<file path="config.mk">
export PLATFORM = sky130hd
export DESIGN_NAME = sfc_status_ctrl
export DESIGN_NICKNAME = d
export VERILOG_FILES = /design/src/rtl/sfc_pkg.sv /design/src/rtl/sfc_frame_track.sv /design/src/rtl/sfc_wr_merge.sv /design/src/rtl/sfc_busy_timer.sv /design/src/rtl/sfc_status_ctrl.sv
export SDC_FILE = /design/constraint.sdc
export NUM_CORES = 1
export LEC_CHECK = 0
export BUFFER_PORTS_ARGS = -buffer_cell sky130_fd_sc_hd__buf_2
export CAP_MARGIN = 10
export CORE_UTILIZATION = 46
export DETAILED_ROUTE_END_ITERATION = 8
export GPL_TIMING_DRIVEN = 0
export MAX_ROUTING_LAYER = met4
export PLACE_DENSITY = 0.65
export RECOVER_POWER = 50
export SETUP_SLACK_MARGIN = 0.1
export SYNTH_ARGS = -nofsm -noshare
export SYNTH_HDL_FRONTEND = slang
export SYNTH_SLANG_ARGS = --single-unit
</file>
<file path="constraint.sdc">
create_clock -name clk -period 2.44 [get_ports clk]
set_input_delay 0.488 -clock clk [delete_from_list [all_inputs] [get_ports clk]]
set_output_delay 0.488 -clock clk [all_outputs]
set_load 0.02 [all_outputs]
</file>
<file path="src/rtl/sfc_pkg.sv">
// Shared constants for the serial flash status controller.
// Assumes a 16-bit status word with S0 = busy and S1 = write-enable latch.
package sfc_pkg;
    localparam int SR_W = 16;

    localparam logic [7:0] OP_NONE    = 8'h00;
    localparam logic [7:0] OP_WREN    = 8'h06;
    localparam logic [7:0] OP_WRDI    = 8'h04;
    localparam logic [7:0] OP_RDSR_LO = 8'h05;
    localparam logic [7:0] OP_RDSR_HI = 8'h35;
    localparam logic [7:0] OP_WRSR    = 8'h01;
    localparam logic [7:0] OP_VWREN   = 8'h50;

    localparam int BIT_LOCK_LO = 7;
    localparam int BIT_LOCK_HI = 8;

    // Bits no status write may take from data (reserved, latch, busy).
    localparam logic [SR_W-1:0] KEEP_MASK  = 16'h8003;
    // Bits an 8-bit status write forces to zero (complement, quad, lock-high).
    localparam logic [SR_W-1:0] SHORT_CLR  = 16'h4300;
endpackage

</file>
<file path="src/rtl/sfc_frame_track.sv">
// Frame tracker: remembers the opcode of the open frame, the first two data
// bytes, and whether a one-shot volatile arming applies to this frame.
// Assumes op_valid, byte_valid and cs_rise never coincide.
module sfc_frame_track
    import sfc_pkg::*;
(
    input  logic       clk,
    input  logic       rst_n,
    input  logic       op_valid,
    input  logic [7:0] op_code,
    input  logic       byte_valid,
    input  logic [7:0] byte_in,
    input  logic       cs_rise,
    input  logic       busy,
    output logic [7:0] cur_op,
    output logic [7:0] byte0,
    output logic [7:0] byte1,
    output logic       frame_vol
);
    logic armed_q;
    logic idx_q;

    // Track the open opcode; closes the frame on chip-select rise.
    always_ff @(posedge clk) begin
        if (!rst_n) begin
            cur_op <= OP_NONE;
        end else if (op_valid) begin
            cur_op <= op_code;
        end else if (cs_rise) begin
            cur_op <= OP_NONE;
        end
    end

    // Capture the first two data bytes of the frame.
    always_ff @(posedge clk) begin
        if (!rst_n) begin
            idx_q <= 1'b0;
            byte0 <= '0;
            byte1 <= '0;
        end else if (op_valid) begin
            idx_q <= 1'b0;
        end else if (byte_valid) begin
            if (!idx_q) begin
                byte0 <= byte_in;
                idx_q <= 1'b1;
            end else begin
                byte1 <= byte_in;
            end
        end
    end

    // One-shot arming: set by the volatile-enable opcode, spent by the next opcode.
    always_ff @(posedge clk) begin
        if (!rst_n) begin
            armed_q   <= 1'b0;
            frame_vol <= 1'b0;
        end else if (op_valid) begin
            armed_q <= (op_code == OP_VWREN) && !busy;
            if (op_code == OP_WRSR) begin
                frame_vol <= armed_q;
            end
        end
    end
endmodule

</file>
<file path="src/rtl/sfc_wr_merge.sv">
// Write merge: forms the candidate status word S15..S2 from the current word
// and the frame's data bytes. Pure combinational; assumes data = {byte1, byte0}.
module sfc_wr_merge
    import sfc_pkg::*;
(
    input  logic [SR_W-1:2] cur,
    input  logic [SR_W-1:0] data,
    input  logic            short_frame,
    output logic [SR_W-1:2] merged
);
    logic unused_data;
    assign unused_data = ^data[1:0];

    // One rule per bit, picked from the package masks at elaboration.
    for (genvar i = 2; i < SR_W; i++) begin : g_bit
        if (KEEP_MASK[i]) begin : g_keep
            assign merged[i] = cur[i];
        end else if (i < 8) begin : g_low
            assign merged[i] = data[i];
        end else if (SHORT_CLR[i]) begin : g_clr
            assign merged[i] = short_frame ? 1'b0 : data[i];
        end else begin : g_hold
            assign merged[i] = short_frame ? cur[i] : data[i];
        end
    end
endmodule

</file>
<file path="src/rtl/sfc_busy_timer.sv">
// Self-timed cycle model: after start, busy stays high for TW_CYCLES cycles;
// done pulses in the last one. Assumes start only arrives while idle.
module sfc_busy_timer #(
    parameter int TW_CYCLES = 32
) (
    input  logic clk,
    input  logic rst_n,
    input  logic start,
    output logic busy,
    output logic done
);
    localparam int CNT_W = (TW_CYCLES > 2) ? $clog2(TW_CYCLES) : 1;
    localparam logic [CNT_W-1:0] LAST = CNT_W'(TW_CYCLES - 1);

    logic [CNT_W-1:0] cnt_q;

    assign done = busy && (cnt_q == '0);

    // Count down the cycle length while busy.
    always_ff @(posedge clk) begin
        if (!rst_n) begin
            busy  <= 1'b0;
            cnt_q <= '0;
        end else if (start) begin
            busy  <= 1'b1;
            cnt_q <= LAST;
        end else if (busy) begin
            if (cnt_q == '0) begin
                busy <= 1'b0;
            end else begin
                cnt_q <= cnt_q - 1'b1;
            end
        end
    end

    p_cnt_bound_r8: assert property (@(posedge clk) disable iff (!rst_n)
        busy |-> (cnt_q <= LAST));
    p_start_idle_r11: assert property (@(posedge clk) disable iff (!rst_n)
        start |-> !busy);
endmodule

</file>
<file path="src/rtl/sfc_status_ctrl.sv">
// Status and write-enable controller of a serial NOR flash slave.
// Holds non-volatile and active status copies, the write-enable latch and
// the busy flag; returns the status byte for read frames.
// Assumes a front end that delivers opcode, data bytes and chip-select rise
// as separate one-cycle pulses.
module sfc_status_ctrl
    import sfc_pkg::*;
#(
    parameter int              TW_CYCLES  = 32,
    parameter int              BITCNT_W   = 6,
    parameter logic [SR_W-1:0] NV_DEFAULT = 16'h0000
) (
    input  logic                clk,
    input  logic                por_n,
    input  logic                rst_n,
    input  logic                op_valid,
    input  logic [7:0]          op_code,
    input  logic                byte_valid,
    input  logic [7:0]          byte_in,
    input  logic                cs_rise,
    input  logic [BITCNT_W-1:0] frame_bits,
    input  logic                wp_n,
    output logic [7:0]          rd_byte
);
    logic              any_rst_n;
    logic [7:0]        cur_op;
    logic [7:0]        byte0;
    logic [7:0]        byte1;
    logic              frame_vol;
    logic              busy;
    logic              tmr_done;
    logic              tmr_start;
    logic [SR_W-1:2]   vol_q;
    logic [SR_W-1:2]   nv_q;
    logic [SR_W-1:2]   pend_q;
    logic [SR_W-1:2]   merged;
    logic              wel_q;
    logic              hw_prot;
    logic              len_ok;
    logic              wr_ok;
    logic              vol_go;
    logic [SR_W-1:0]   status;

    assign any_rst_n = rst_n && por_n;

    sfc_frame_track u_track (
        .clk        (clk),
        .rst_n      (any_rst_n),
        .op_valid   (op_valid),
        .op_code    (op_code),
        .byte_valid (byte_valid),
        .byte_in    (byte_in),
        .cs_rise    (cs_rise),
        .busy       (busy),
        .cur_op     (cur_op),
        .byte0      (byte0),
        .byte1      (byte1),
        .frame_vol  (frame_vol)
    );

    sfc_wr_merge u_merge (
        .cur         (vol_q),
        .data        ({byte1, byte0}),
        .short_frame (frame_bits == BITCNT_W'(8)),
        .merged      (merged)
    );

    sfc_busy_timer #(.TW_CYCLES(TW_CYCLES)) u_timer (
        .clk   (clk),
        .rst_n (any_rst_n),
        .start (tmr_start),
        .busy  (busy),
        .done  (tmr_done)
    );

    // Write acceptance at chip-select rise.
    always_comb begin
        hw_prot   = !vol_q[BIT_LOCK_HI] && vol_q[BIT_LOCK_LO] && !wp_n;
        len_ok    = (frame_bits == BITCNT_W'(8)) || (frame_bits == BITCNT_W'(16));
        wr_ok     = cs_rise && (cur_op == OP_WRSR) && !busy && !hw_prot
                    && (frame_vol || wel_q) && len_ok;
        vol_go    = wr_ok && frame_vol;
        tmr_start = wr_ok && !frame_vol;
    end

    // Non-volatile copy and the value waiting for the self-timed cycle.
    always_ff @(posedge clk) begin
        if (!por_n) begin
            nv_q   <= NV_DEFAULT[SR_W-1:2];
            pend_q <= NV_DEFAULT[SR_W-1:2];
        end else begin
            if (tmr_start) begin
                pend_q <= merged;
            end
            if (tmr_done && rst_n) begin
                nv_q <= pend_q;
            end
        end
    end

    // Active copy: reloaded on reset, written directly or at cycle end.
    always_ff @(posedge clk) begin
        if (!por_n) begin
            vol_q <= NV_DEFAULT[SR_W-1:2];
        end else if (!rst_n) begin
            vol_q <= nv_q;
        end else if (vol_go) begin
            vol_q <= merged;
        end else if (tmr_done) begin
            vol_q <= pend_q;
        end
    end

    // Write-enable latch: set/clear opcodes when idle, cleared at cycle end.
    always_ff @(posedge clk) begin
        if (!any_rst_n) begin
            wel_q <= 1'b0;
        end else if (tmr_done) begin
            wel_q <= 1'b0;
        end else if (op_valid && !busy) begin
            if (op_code == OP_WREN) begin
                wel_q <= 1'b1;
            end else if (op_code == OP_WRDI) begin
                wel_q <= 1'b0;
            end
        end
    end

    // Status byte for the open read frame.
    always_comb begin
        status = {vol_q, wel_q, busy};
        case (cur_op)
            OP_RDSR_LO: rd_byte = status[7:0];
            OP_RDSR_HI: rd_byte = status[15:8];
            default:    rd_byte = 8'h00;
        endcase
    end

    p_done_clears_wel_r8: assert property (@(posedge clk) disable iff (!any_rst_n)
        tmr_done |=> !wel_q);
    p_rsv_fixed_r6: assert property (@(posedge clk) disable iff (!any_rst_n)
        $stable(vol_q[SR_W-1]));
    p_vol_keeps_nv_r9: assert property (@(posedge clk) disable iff (!any_rst_n)
        vol_go |=> $stable(nv_q));
    p_busy_holds_wel_r11: assert property (@(posedge clk) disable iff (!any_rst_n)
        (busy && !tmr_done && op_valid) |=> (wel_q == $past(wel_q)));
    p_wren_sets_r2: assert property (@(posedge clk) disable iff (!any_rst_n)
        (op_valid && op_code == OP_WREN && !busy) |=> wel_q);
    p_protect_blocks_r10: assert property (@(posedge clk) disable iff (!any_rst_n)
        (cs_rise && hw_prot && !busy) |=> ($stable(vol_q) && !busy));
endmodule

</file>
==> metrics.md <==
| Metric | Value |
|---|---|
| Status | `finished, final reports clean` |
| Post-synthesis net count | `between 300 and 400` |
| Slew headroom | `approximately 47%` |
| Setup violations, final | `0` |
| Hold WC Path Type | `primary input to flip-flop` |
| Synth area leader | `dfxtp_1` |
| Vias in the first global route | `approximately 2,600` |
| Shortest period the worst path allows | `2.260 ns` |
| Worst skew pair latency | `between 0.3 and 0.4 ns` |
| FMAX | `442.6 MHz` |
| Num ports | `37` |
| Yosys reg bits | `73` |
| Yosys top cell area share | `between 40 and 50%` |
| Gr ovfl total | `0` |
| Rows | `30` |
| Setup TNS | `0 ns` |
| Max clock buf depth | `2` |
| Syn Area/Cell | `about 9.2 um2` |
| Die width | `between 80 and 90 um` |
| WP depth | `6` |
| Num CTS Buffers | `9` |
| Cell with the most instances after synthesis | `dfxtp_1` |
| Final period util | `between 90 and 100%` |
| CTS root buffer | `clkbuf_8` |
| DR iter-0 viols | `143` |
| Final wirelength | `between 7 and 8 mm` |
| Crit. End Element | `primary output` |
| Slew @ Worst Pin | `slightly below 0.8 ns` |
| CTS sink cnt | `between 70 and 80` |
| Syn. warnings | `0` |
| Initial core utilization | `48.15%` |
| CP arrival | `about 1.8 ns` |
| Post-synth top cells | `dfxtp_1, nor2_1, mux2i_1` |
| CTS H-tree depth | `3` |
| PortBufs | `35` |
| Crit path cell chain | `nor3b_4 > nand2_1 > nor4_4 > buf_12 > a22o_1 > buf_2` |
| Share of cells above drive strength 1 | `about a fifth` |
| Synth area leaders | `dfxtp_1, mux2i_1, nor2_1` |
| Critical path fanouts, max | `8` |
| CTS tree | `done` |
| Global-route wire length before repair | `approximately 13 mm` |
| R2R depth | `7` |
| DIE HEIGHT | `~87 um` |
| Final #Nets | `about 440` |
| Largest net degree at the start of global routing | `13` |
| Post-Layout Inst Area | `3899 um2` |
| Routed via count | `approximately 2,800` |
| Post-DRT Antenna Nets | `0` |
| Bufs and invs on worst path | `2` |
| Max Cap Violations | `0` |
| Tot Pwr | `2.415 mW` |
| PwrDens | `about 620 nW/um2` |
| Final setup margin | `0.1804 ns` |
| Area delta synth->final | `17.23%` |
| Post-Syn Area | `approximately 3300 um2` |
| EDFF count, synth | `0` |
| Critical path class | `flip-flop to primary output` |
| Crit path launch type | `flip-flop` |
| CP peak stage delay | `about 0.33 ns` |
| Critical Path RT | `1.95 ns` |
| Drt drc | `0` |
| Diode count | `0` |
| Worst hold stages | `3` |
| Netlist cell types | `47` |
| CTS clock-pin slew for the worst setup and hold paths | `approximately 0.070 ns` |
| Place WS | `-0.2005 ns` |
| Peak supply drop | `about 0.35 mV` |
| Fin util | `between 50 and 60%` |
| Clk_skew | `0.006126 ns` |
| Final hold vios | `0` |
| Initial antenna violation count | `0` |
| Wire per inst | `between 15 and 20 um` |
| DR vias/cell | `~5.4` |
| Slowest cell on crit path | `dfxtp_1` |
| Register area share after synthesis | `43.94%` |
| Gate Count Post-Synth | `360` |
| Placed cell area | `3621 um2` |
| Detail Placement HPWL | `between 5 and 6 mm` |
| Pins Over Slew Limit | `0` |
| Post-synth ARST share | `0%` |
| RSZ-0062 raised after global routing | `no` |
| Tot GR Track Use | `approximately 23%` |
| Drt pass-1 iters | `4` |
| Core Region | `between 6000 and 7000 um2` |
| Main synth FF type | `dfxtp_1` |
| Cell family with most CP delay | `simple AND/OR/NAND/NOR gates` |
| Static Leakage | `between 1.5 and 2 nW` |
| Die ar. | `between 7000 and 8000 um2` |
| GPL Wtd Cong | `0.8247` |
timing repair:
action / CTS / global route
hold buffers: 0 / 0
buffers inserted: 1 / 1
gates resized for setup: 5 / 3
endpoints found under the hold margin: 0 / 0
endpoints found under the setup margin: 31 / 8
pin swaps: 1 / 0
power breakdown:
| group | total, mW | switching (mW) | leakage [nW] | internal (mW) |
|---|---|---|---|---|
| combinational | 0.155 | 0.0898 | 0.942 | 0.0654 |
| sequential | 1.22 | 0.0144 | 0.591 | 1.21 |
| clock | 1.04 | 0.442 | 0.104 | 0.596 |
| total | 2.42 | 0.547 | 1.64 | 1.87 |
worst min-delay path: cells and delay by family:
kind                   cells  cell delay (ns)
buffers and inverters      1             0.07
AND/OR/NAND/NOR            1             0.07
multiplexers               1             0.05
final cells by class:
cell class / instances / area [um2]
buffer: 23 / 111.4
clock buffer: 10 / 137.6
clock inverter: 5 / 80.08
fill: 651 / 3008
inverter: 3 / 11.26
multi-input combinational: 261 / 1775
sequential: 73 / 1461
tap: 96 / 120.1
timing repair buffer: 37 / 201.4
routing by layer:
metal	part of all wire, %	vias to the layer above	wire [um]	track usage (%)
met5	0	-	0	-
met4	1.3	0	102	7.576
met3	4.9	11	387	5.118
met2	46	76	3662	35.36
met1	48	1308	3810	30.29
li1	-	1363	-	-
logic make-up after synthesis:
family / after synthesis / share of synthesized area (%)
XOR/XNOR: 5 / 1.317
adder cells (fa/ha/maj): 2 / 0.7523
flip-flops: 73 / 43.94
AO/OA/AOI/OAI: 60 / 12.87
multiplexers: 43 / 13.54
buffers and inverters: 26 / 3.612
AND/OR/NAND/NOR: 151 / 23.97
registers in the layout (all words and copies together) (netlist names):
name	count
u_track.frame_vol	1
u_timer.busy	1
vol_q	14
u_timer.cnt_q	5
u_track.cur_op	8
u_track.byte1	7
u_track.armed_q	1
u_track.idx_q	1
u_track.byte0	6
pend_q	14
wel_q	1
nv_q	14
through the flow:
step                      hold WS [ns]  cells
after global placement          0.4542    491
after global routing            0.3714    508
after CTS                       0.3540    507
final                           0.3710    508
after floorplan                 0.4423    360
after detailed placement        0.4573    491
layout by cell type, fill, tap and decap left out, types with 3 or more instances in the layout:
| cell | synthesis | layout |
|---|---|---|
| inv_1 | 3 | 3 |
| nand3_1 | 8 | 9 |
| nor2_1 | 55 | 55 |
| clkbuf_1 | 16 | 17 |
| nor3b_1 | 8 | 8 |
| xor2_1 | 3 | 3 |
| clkbuf_8 | 0 | 10 |
| a32o_1 | 9 | 9 |
| a21oi_1 | 24 | 24 |
| mux2_4 | 4 | 4 |
| mux2i_1 | 39 | 39 |
| or2_2 | 9 | 9 |
| o21ai_0 | 5 | 5 |
| a211oi_1 | 4 | 4 |
| nor2b_1 | 17 | 17 |
| buf_2 | 3 | 36 |
| dfxtp_1 | 73 | 73 |
| o22ai_1 | 3 | 3 |
| nor3_1 | 9 | 9 |
| nand2_1 | 24 | 24 |
| a22o_1 | 8 | 8 |
worst paths after layout:
path / startpoint / end / slack [ns]
hold / removal: byte_in[1] / u_track.byte1[1]$_SDFFE_PN0P_ / 0.37
hold reg to reg: pend_q[2]$_SDFFE_PN0P_ / pend_q[2]$_SDFFE_PN0P_ / 0.47
setup / recovery: u_track.cur_op[1]$_SDFFE_PN0P_ / rd_byte[2] / 0.18
setup reg to reg: u_timer.cnt_q[0]$_SDFFE_PN0P_ / nv_q[9]$_SDFFE_PN0P_ / 0.23
(Power assumes the default switching activity.)
